===== src/rtl/hitpix_pkg.sv =====
package hitpix_pkg;

    typedef enum logic [1:0] {
        MODE_EVENT = 2'b00,
        MODE_TOT   = 2'b01,
        MODE_TOA   = 2'b10,
        MODE_HOLD  = 2'b11
    } pix_mode_e;

    typedef enum logic [1:0] {
        ST_IDLE  = 2'b00,
        ST_ACQ   = 2'b01,
        ST_SHIFT = 2'b10
    } pix_state_e;

endpackage


===== src/rtl/hitpix_sync.sv =====
module hitpix_sync #(
    parameter int STAGES = 2
) (
    input  logic clk,
    input  logic rst_n,
    input  logic din,
    output logic lvl,
    output logic rise
);
    logic [STAGES-1:0] chain_q;
    logic              prev_q;

    always_ff @(posedge clk or negedge rst_n) begin
        if (!rst_n) begin
            chain_q <= '0;
            prev_q  <= 1'b0;
        end else begin
            chain_q <= {chain_q[STAGES-2:0], din};
            prev_q  <= chain_q[STAGES-1];
        end
    end

    assign lvl  = chain_q[STAGES-1];
    assign rise = chain_q[STAGES-1] & ~prev_q;

endmodule


===== src/rtl/hitpix_ctrl.sv =====
module hitpix_ctrl
    import hitpix_pkg::*;
(
    input  logic       clk,
    input  logic       rst_n,
    input  logic       shutter,
    input  logic       ro_en,
    input  logic [1:0] mode,
    output logic       acq_en,
    output logic       shift_en,
    output pix_mode_e  mode_q
);
    pix_state_e state_q, state_d;

    always_comb begin
        state_d = state_q;
        unique case (state_q)
            ST_IDLE:  if (ro_en) state_d = ST_SHIFT;
                      else if (shutter) state_d = ST_ACQ;
            ST_ACQ:   if (ro_en) state_d = ST_SHIFT;
                      else if (!shutter) state_d = ST_IDLE;
            ST_SHIFT: if (!ro_en) state_d = ST_IDLE;
            default:  state_d = ST_IDLE;
        endcase
    end

    always_ff @(posedge clk or negedge rst_n) begin
        if (!rst_n) begin
            state_q <= ST_IDLE;
            mode_q  <= MODE_EVENT;
        end else begin
            state_q <= state_d;
            if (state_q == ST_IDLE)
                mode_q <= pix_mode_e'(mode);
        end
    end

    always_comb begin
        acq_en   = 1'b0;
        shift_en = 1'b0;
        unique case (state_q)
            ST_IDLE:  ;
            ST_ACQ:   acq_en   = ~ro_en;
            ST_SHIFT: shift_en = ro_en;
            default:  ;
        endcase
    end

    // mode is frozen outside the idle state
    a_r8_mode_frozen: assert property (@(posedge clk) disable iff (!rst_n)
        (state_q != ST_IDLE) |=> $stable(mode_q));

    // a shift phase is only entered on a readout request
    a_r6_shift_entry: assert property (@(posedge clk) disable iff (!rst_n)
        (state_q != ST_SHIFT && !ro_en) |=> (state_q != ST_SHIFT));

endmodule


===== src/rtl/hitpix_reg.sv =====
module hitpix_reg
    import hitpix_pkg::*;
#(
    parameter int CNT_W     = 14,
    parameter int SAT_LIMIT = 11810
) (
    input  logic             clk,
    input  logic             rst_n,
    input  logic             clr,
    input  logic             acq_en,
    input  logic             shift_en,
    input  pix_mode_e        mode_q,
    input  logic             hit_lvl,
    input  logic             hit_rise,
    input  logic             sdi,
    output logic [CNT_W-1:0] cnt_q
);
    localparam logic [CNT_W-1:0] SAT_Q = CNT_W'(SAT_LIMIT);

    logic armed_hit_q;
    logic inc;

    always_comb begin
        inc = 1'b0;
        unique case (mode_q)
            MODE_EVENT: inc = hit_rise;
            MODE_TOT:   inc = hit_lvl;
            MODE_TOA:   inc = armed_hit_q | hit_rise;
            MODE_HOLD:  inc = 1'b0;
            default:    inc = 1'b0;
        endcase
        inc = inc & acq_en;
    end

    always_ff @(posedge clk or negedge rst_n) begin
        if (!rst_n) begin
            cnt_q       <= '0;
            armed_hit_q <= 1'b0;
        end else if (clr) begin
            cnt_q       <= '0;
            armed_hit_q <= 1'b0;
        end else if (shift_en) begin
            cnt_q <= {cnt_q[CNT_W-2:0], sdi};
        end else begin
            if (acq_en && mode_q == MODE_TOA && hit_rise)
                armed_hit_q <= 1'b1;
            if (inc && cnt_q != SAT_Q)
                cnt_q <= cnt_q + 1'b1;
        end
    end

    // a saturated register stays put unless cleared or shifted
    a_r5_hold_at_limit: assert property (@(posedge clk) disable iff (!rst_n)
        (cnt_q == SAT_Q && !clr && !shift_en) |=> (cnt_q == SAT_Q));

    // the first-hit latch only drops through clear
    a_r4_latch_sticky: assert property (@(posedge clk) disable iff (!rst_n)
        (armed_hit_q && !clr) |=> armed_hit_q);

    // a shift loads the serial input into bit 0
    a_r6_serial_in: assert property (@(posedge clk) disable iff (!rst_n)
        (shift_en && !clr) |=> (cnt_q[0] == $past(sdi)));

    // clear leaves the register at zero
    a_r7_clear_zero: assert property (@(posedge clk) disable iff (!rst_n)
        clr |=> (cnt_q == '0));

    // no change without acquisition, shift or clear
    a_r6_frozen: assert property (@(posedge clk) disable iff (!rst_n)
        (!acq_en && !shift_en && !clr) |=> $stable(cnt_q));

endmodule


===== src/rtl/hitpix_cell.sv =====
module hitpix_cell
    import hitpix_pkg::*;
#(
    parameter int CNT_W       = 14,
    parameter int SAT_LIMIT   = 11810,
    parameter int SYNC_STAGES = 2
) (
    input  logic       clk,
    input  logic       rst_n,
    input  logic       clr,
    input  logic       shutter,
    input  logic       disc,
    input  logic [1:0] mode,
    input  logic       ro_en,
    input  logic       sdi,
    output logic       sdo
);
    logic             hit_lvl;
    logic             hit_rise;
    logic             acq_en;
    logic             shift_en;
    pix_mode_e        mode_q;
    logic [CNT_W-1:0] cnt_q;

    hitpix_sync #(.STAGES(SYNC_STAGES)) u_sync (
        .clk  (clk),
        .rst_n(rst_n),
        .din  (disc),
        .lvl  (hit_lvl),
        .rise (hit_rise)
    );

    hitpix_ctrl u_ctrl (
        .clk     (clk),
        .rst_n   (rst_n),
        .shutter (shutter),
        .ro_en   (ro_en),
        .mode    (mode),
        .acq_en  (acq_en),
        .shift_en(shift_en),
        .mode_q  (mode_q)
    );

    hitpix_reg #(.CNT_W(CNT_W), .SAT_LIMIT(SAT_LIMIT)) u_reg (
        .clk     (clk),
        .rst_n   (rst_n),
        .clr     (clr),
        .acq_en  (acq_en),
        .shift_en(shift_en),
        .mode_q  (mode_q),
        .hit_lvl (hit_lvl),
        .hit_rise(hit_rise),
        .sdi     (sdi),
        .cnt_q   (cnt_q)
    );

    assign sdo = cnt_q[CNT_W-1];

    // the serial output tracks the top register bit
    a_r1_sdo_msb: assert property (@(posedge clk) disable iff (!rst_n)
        (shift_en && !clr) |=> (sdo == $past(cnt_q[CNT_W-2])));

endmodule


===== config.mk =====
export PLATFORM = sky130hd
export DESIGN_NAME = hitpix_cell
export DESIGN_NICKNAME = d
export VERILOG_FILES = /design/src/rtl/hitpix_pkg.sv /design/src/rtl/hitpix_sync.sv /design/src/rtl/hitpix_ctrl.sv /design/src/rtl/hitpix_reg.sv /design/src/rtl/hitpix_cell.sv
export SDC_FILE = /design/constraint.sdc
export NUM_CORES = 1
export LEC_CHECK = 0
export BUFFER_PORTS_ARGS = -buffer_cell sky130_fd_sc_hd__buf_2
export CAP_MARGIN = 20
export CORE_UTILIZATION = 63
export CTS_BUF_LIST = sky130_fd_sc_hd__clkbuf_8 sky130_fd_sc_hd__clkbuf_16
export DETAILED_ROUTE_END_ITERATION = 12
export HOLD_SLACK_MARGIN = 0.02
export PLACE_DENSITY = 0.83
export SLEW_MARGIN = 20
export SYNTH_ARGS = -nofsm -noshare
export SYNTH_HDL_FRONTEND = slang
export SYNTH_SLANG_ARGS = --single-unit

===== constraint.sdc =====
create_clock -name clk -period 4.6 [get_ports clk]
set_input_delay 0.92 -clock clk [delete_from_list [all_inputs] [get_ports clk]]
set_output_delay 0.92 -clock clk [all_outputs]
set_load 0.02 [all_outputs]

* Yosys cells after proc, flatten, opt, wreduce, memory -nomap -nowiden
Index checks and enable logic that the tools add are counted.
** Operators by class
- Add/subtract/negate cells :: 1
- Equality and inequality tests :: 10
- Muxes and demuxes :: 15
- Bitwise operators :: 5
- Reduce and logical (&&, ||, !) cells :: 9
** Operators by type and width (count)
- $mux W14 :: 3
- $add A14 B1 Y14 const B :: 1
- $ne A14 B14 Y1 const B :: 1
- $mux W2 :: 5
- $eq A2 B2 Y1 const B :: 3
- $ne A3 B3 Y1 const B :: 2
- $pmux W2 S3 :: 1
- $mux W1 :: 5
- $eq A2 B1 Y1 const B :: 2
- $logic_not A2 Y1 :: 2
- $ne A2 B2 Y1 const B :: 2
- $pmux W1 S4 :: 1
- $logic_and A1 B1 Y1 :: 3
- $reduce_and A3 Y1 :: 1
- $reduce_bool A3 Y1 :: 1
- $and A1 B1 Y1 :: 2
- $not A1 Y1 :: 2
- $reduce_and A2 Y1 :: 1
- $reduce_bool A2 Y1 :: 1
- $or A1 B1 Y1 :: 1
** Storage, ports and cells
- Bits in registers :: 22
- Bits of input ports :: 9
- Output and inout port bits :: 1
- Word-level logic and storage cells :: 46

* Longest topological paths before layout
- Word-level depth :: 9
- Gate-level depth with buffers :: 9
- Depth with buffers taken out :: 7

* Hierarchy
A second synthesis with hierarchy kept.
** Unflattened totals
- Cells, all modules :: 158
- Area total of the unflattened synthesis :: 1497.7 um^2
** By module, submodules not included
- hitpix_reg :: instances 1, cells an instance 142, area each 1249.9 um^2, seq. area each 375.4 um^2
- hitpix_ctrl :: instances 1, cells an instance 12, area each 158.9 um^2, seq. area each 100.1 um^2
- hitpix_sync :: instances 1, cells an instance 4, area each 88.8 um^2, seq. area each 75.1 um^2

* Worst setup path after synthesis
OpenSTA, ideal clock, no wires.
- Path type :: input to register
- Start :: in ro_en
- End :: reg u_reg.cnt_q[11]
- Setup time :: 0.082 ns
- Arrival :: 2.370 ns
- Data required time :: 4.518 ns
- Slack :: 2.148 ns
- Cell stages on the path :: 6
- Buffers on the path :: 1
- Cells stage by stage :: and4bb_2 a22oi_1 or2_1 buf_6 or4_1 a31oi_1
** Between the ends
- Cells in the longest elaborated chain, start to end :: 5
- Elaborated cells on any way between the ends :: 8
- Those cells by class :: mux (4); bitwise (2); reduce/logical (2)
** RTL lines
- start: declaration :: RTL line hitpix_cell.sv:14 : input logic ro_en,
- $not A1 Y1 :: RTL line hitpix_ctrl.sv:43 : ST_ACQ: acq_en = ~ro_en;
- $mux W1 :: RTL line hitpix_ctrl.sv:41 : unique case (state_q)
- $and A1 B1 Y1 :: RTL line hitpix_reg.sv:32 : inc = inc & acq_en;
- $logic_and A1 B1 Y1 :: RTL line hitpix_reg.sv:47 : if (inc && cnt_q != SAT_Q)
- $reduce_bool A3 Y1 (no source line)
- end signal: assignment :: RTL line hitpix_reg.sv:43 : cnt_q <= {cnt_q[CNT_W-2:0], sdi};
- end signal: assignment :: RTL line hitpix_reg.sv:48 : cnt_q <= cnt_q + 1'b1;
- end: declaration :: RTL line hitpix_reg.sv:16 : output logic [CNT_W-1:0] cnt_q
Several ways; a longest one is shown, not always the timed one.
A chain may end at the register's enable or synchronous reset.

* Worst setup path after layout
Same ends and word-level chain as after synthesis.

==> metrics.md <==
| Metric | Value |
|---|---|
| Max-Cap Viols | `0` |
| Synth Instances | `135` |
| Rel. slew slack | `0.475` |
| Routed wire length | `approximately 2900 µm` |
| Die Y | `between 40 and 50 µm` |
| Crit Path Max Fanout | `9` |
| Kind of critical path | `primary input to flop` |
| RR Startpoint | `u_reg.cnt_q[0]$_DFFE_PN0P_` |
| Setup Fix Bufs, Post-CTS | `0` |
| Slowest CP cell | `or4_1` |
| Combinational share of power | `0.089` |
| Layout cells sized above 1 | `0.157` |
| Worst Setup End Kind | `flop` |
| Sw Ratio | `0.229` |
| Synth cell types | `41` |
| Vias in the first global route | `997` |
| Max Clock Freq | `0.412 GHz` |
| R2R Setup Slk | `between 2 and 2.5 ns` |
| Post-route setup slack | `~2.2 ns` |
| Crit-path leading delay family | `simple AND/OR/NAND/NOR gates` |
| Placed instance area | `1320 µm²` |
| Initial Util | `0.666` |
| Routed Antenna Nets | `0` |
| Clock share of power | `0.419` |
| Synthesized area | `1290 µm²` |
| Power after layout | `about 0.00044 W` |
| RePlAce Congestion | `about 0.95` |
| Root buffer cell | `clkbuf_8` |
| Synth-to-layout area growth | `7.55%` |
| Worst-case clock buffer depth | `2` |
| Seq cells post-synth | `22` |
| RSZ-0062 raised after global routing | `false` |
| Crit path launch type | `primary input` |
| Clock slew seen by the registers of the worst setup and hold paths | `0.08 ns` |
| DRC | `0` |
| Area fraction in compound gates after synthesis | `0.192` |
| DP Worst Slack | `1.94 ns` |
| Hpwl dp | `between 1500 and 2000 µm` |
| CTS Sinks | `22` |
| Routed via count | `between 1k and 1.5k` |
| Period Utilization, post-route | `0.527` |
| Worst EP arrival | `2.62 ns` |
| Largest net degree at the start of global routing | `23` |
| Syn avg cell area | `9.57 µm²` |
| Main combinational cell family by area after synthesis | `simple AND/OR/NAND/NOR gates` |
| Die width | `~47 µm` |
| Initial antenna violation count | `0` |
| Worst IR Drop VDD | `0.000278 V` |
| PortBufs | `9` |
| Syn Nets | `146` |
| Ys flop type | `dfrtp_1` |
| Simple-gate share of the synthesized area | `0.243` |
| Critical Path Stages | `6` |
| Synth warnings | `0` |
| First DRT Iteration DRCs | `approximately 40` |
| Total CTS buffers | `3` |
| Fin crit period | `2.43 ns` |
| Register area share after synthesis | `0.426` |
| Status | `complete, no violations` |
| Int Pwr | `0.000336 W` |
| Vias per inst | `6.69` |
| Drt pass-1 iters | `4` |
| Die ar. | `between 2000 and 2500 µm²` |
| Sequential group share of total power | `0.492` |
| Worst Hold Launch | `u_sync.chain_q[0]$_DFF_PN0_` |
| Antenna cell count | `0` |
| DR WL/cell | `between 15 and 20 µm` |
| Fin Hold WS | `0.369 ns` |
| R2R depth | `7` |
| Core area | `1940 µm²` |
| XOR/XNOR Fraction of Synth Area | `0.0339` |
| Final instance area | `1390 µm²` |
| CP peak stage delay | `0.56 ns` |
| Crit. Startpoint | `ro_en` |
| Cell chain of the critical path | `buf_2, and4bb_2, a22oi_1, or2_1, or4_1, a31oi_1` |
| Net Sw Power | `~0.0001 W` |
| Final Max Tran Viols | `0` |
| # rows | `16` |
| Reg2Reg Capture Point | `u_reg.cnt_q[11]$_DFFE_PN0P_` |
| EDFF count, synth | `0` |
| Async SR Flop Fraction | `1.00` |
| Worst setup path endpoint | `u_reg.cnt_q[11]$_DFFE_PN0P_` |
| Mux share of post-synthesis cell area | `0.0252` |
| Global route overflow | `0` |
| PwrDens | `314 nW/µm²` |
| CTS tree | `done` |
| Final setup viols | `0` |
| Final hold vios | `0` |
| Least-Margin Pin Slew | `0.784 ns` |
| Nets | `152` |
| Cts repair resizes | `0` |
| Fin Clk Skew | `0.00185 ns` |
| Buffers & Inverters on Critical Path | `1` |
| H-Tree Level Count | `1` |
| IO Pins | `10` |
| Fin Setup TNS | `0 ns` |
| Req. time, crit path | `4.79 ns` |
| Global-route wire length before repair | `~4400 µm` |
| Worst skew pair latency | `~0.27 ns` |
| Hold crit path type | `flop to flop` |
| Layout fillers | `160` |
| Synth Area in Adders | `0.0194` |
| CTS Hold Buffers Added | `0` |
| GRT Total Usage | `0.287` |
| P_leak | `~0.55 nW` |
[cell families after synthesis]
| group | after synthesis |
|---|---|
| AND/OR/NAND/NOR | 53 |
| adder cells (fa/ha/maj) | 2 |
| flip-flops | 22 |
| XOR/XNOR | 5 |
| AO/OA/AOI/OAI | 35 |
| buffers and inverters | 15 |
| multiplexers | 3 |
[worst min path at each step]
stage	endpoint	slack (ns)	cells after the start
finish	u_sync.chain_q[1]$_DFF_PN0_	0.37	0
global route	u_sync.chain_q[1]$_DFF_PN0_	0.37	0
CTS	u_sync.chain_q[1]$_DFF_PN0_	0.38	0
detailed placement	u_sync.chain_q[1]$_DFF_PN0_	0.36	0
global placement	u_sync.chain_q[1]$_DFF_PN0_	0.33	0
floorplan	u_sync.chain_q[1]$_DFF_PN0_	0.33	0
[cell usage in the layout (no fill, tap or decap), types with 3 or more instances in the layout]
master    count
a211oi_1      5
a21oi_1       6
a31oi_1       3
buf_2         9
clkbuf_8      3
dfrtp_1      22
inv_1         7
nand2_1       5
nand3_1       4
nand4_1       3
nor2_1       14
nor3_1        3
nor3b_1       3
nor4_1        4
o21ai_0       3
o311ai_0      3
xnor2_1       5
[registers in the layout, summed over array words and instances, names as in the netlist]
register and cells:
u_ctrl.state_q 2, u_sync.prev_q 1, u_reg.armed_hit_q 1, u_ctrl.mode_q 2, u_reg.cnt_q 14, u_sync.chain_q 2
[metrics by stage]
step                instances   util
floorplan                 135      -
global placement          163  0.679
detailed placement        163  0.679
CTS                       167  0.716
global route              167  0.716
finish                    167  0.716
[synth_stat cells, drive strengths merged (2+ instances only)]
cell type,number,share of area
nand3,4,0.015
or2,3,0.015
buf,3,0.026
a21oi,6,0.023
clkbuf,5,0.015
nor3b,3,0.017
a211oi,5,0.029
ha,2,0.019
and2,2,0.0097
o311ai,3,0.020
nor3,3,0.012
nand4b,2,0.014
xnor2,5,0.034
nor4b,2,0.014
inv,7,0.020
dfrtp,22,0.43
o21ai,3,0.012
a31oi,3,0.015
nand2,5,0.015
and4b,2,0.015
nor4,4,0.019
o31ai,2,0.012
and3,2,0.0097
a31o,2,0.014
o22ai,2,0.0097
mux2,2,0.017
o32ai,2,0.014
nor2,14,0.041
a41oi,2,0.014
nand4,3,0.015
[metal layers]
metal	global-route usage	up-vias	routed length [µm]
li1	-	524	-
met1	0.394	536	1310
met2	0.444	48	1290
met3	0.0346	9	185
met4	0.143	0	68
met5	0	-	0
[power by group through the flow]
| stage | Clock [W] | Sequential, W | Combinational [W] |
|---|---|---|---|
| after global routing | 0.000188 | 0.000216 | 0.0000437 |
| after detailed placement | 0 | 0.000218 | 0.0000390 |
| after global placement | 0 | 0.000217 | 0.0000376 |
| after floorplan | 0 | 0.000214 | 0.0000280 |
| final | 0.000182 | 0.000215 | 0.0000389 |
| after CTS | 0.000181 | 0.000214 | 0.0000394 |
[area by class of cell]
type | instances | area, µm² | area share
Clock buffer | 3 | 41.3 | 0.0297
Clock inverter | 1 | 30.0 | 0.0216
Inverter | 7 | 26.3 | 0.0189
Multi-Input combinational cell | 98 | 663 | 0.477
Sequential cell | 22 | 551 | 0.396
Tap cell | 27 | 33.8 | 0.0243
Timing Repair Buffer | 9 | 45.0 | 0.0324
(Power assumes the default switching activity.)
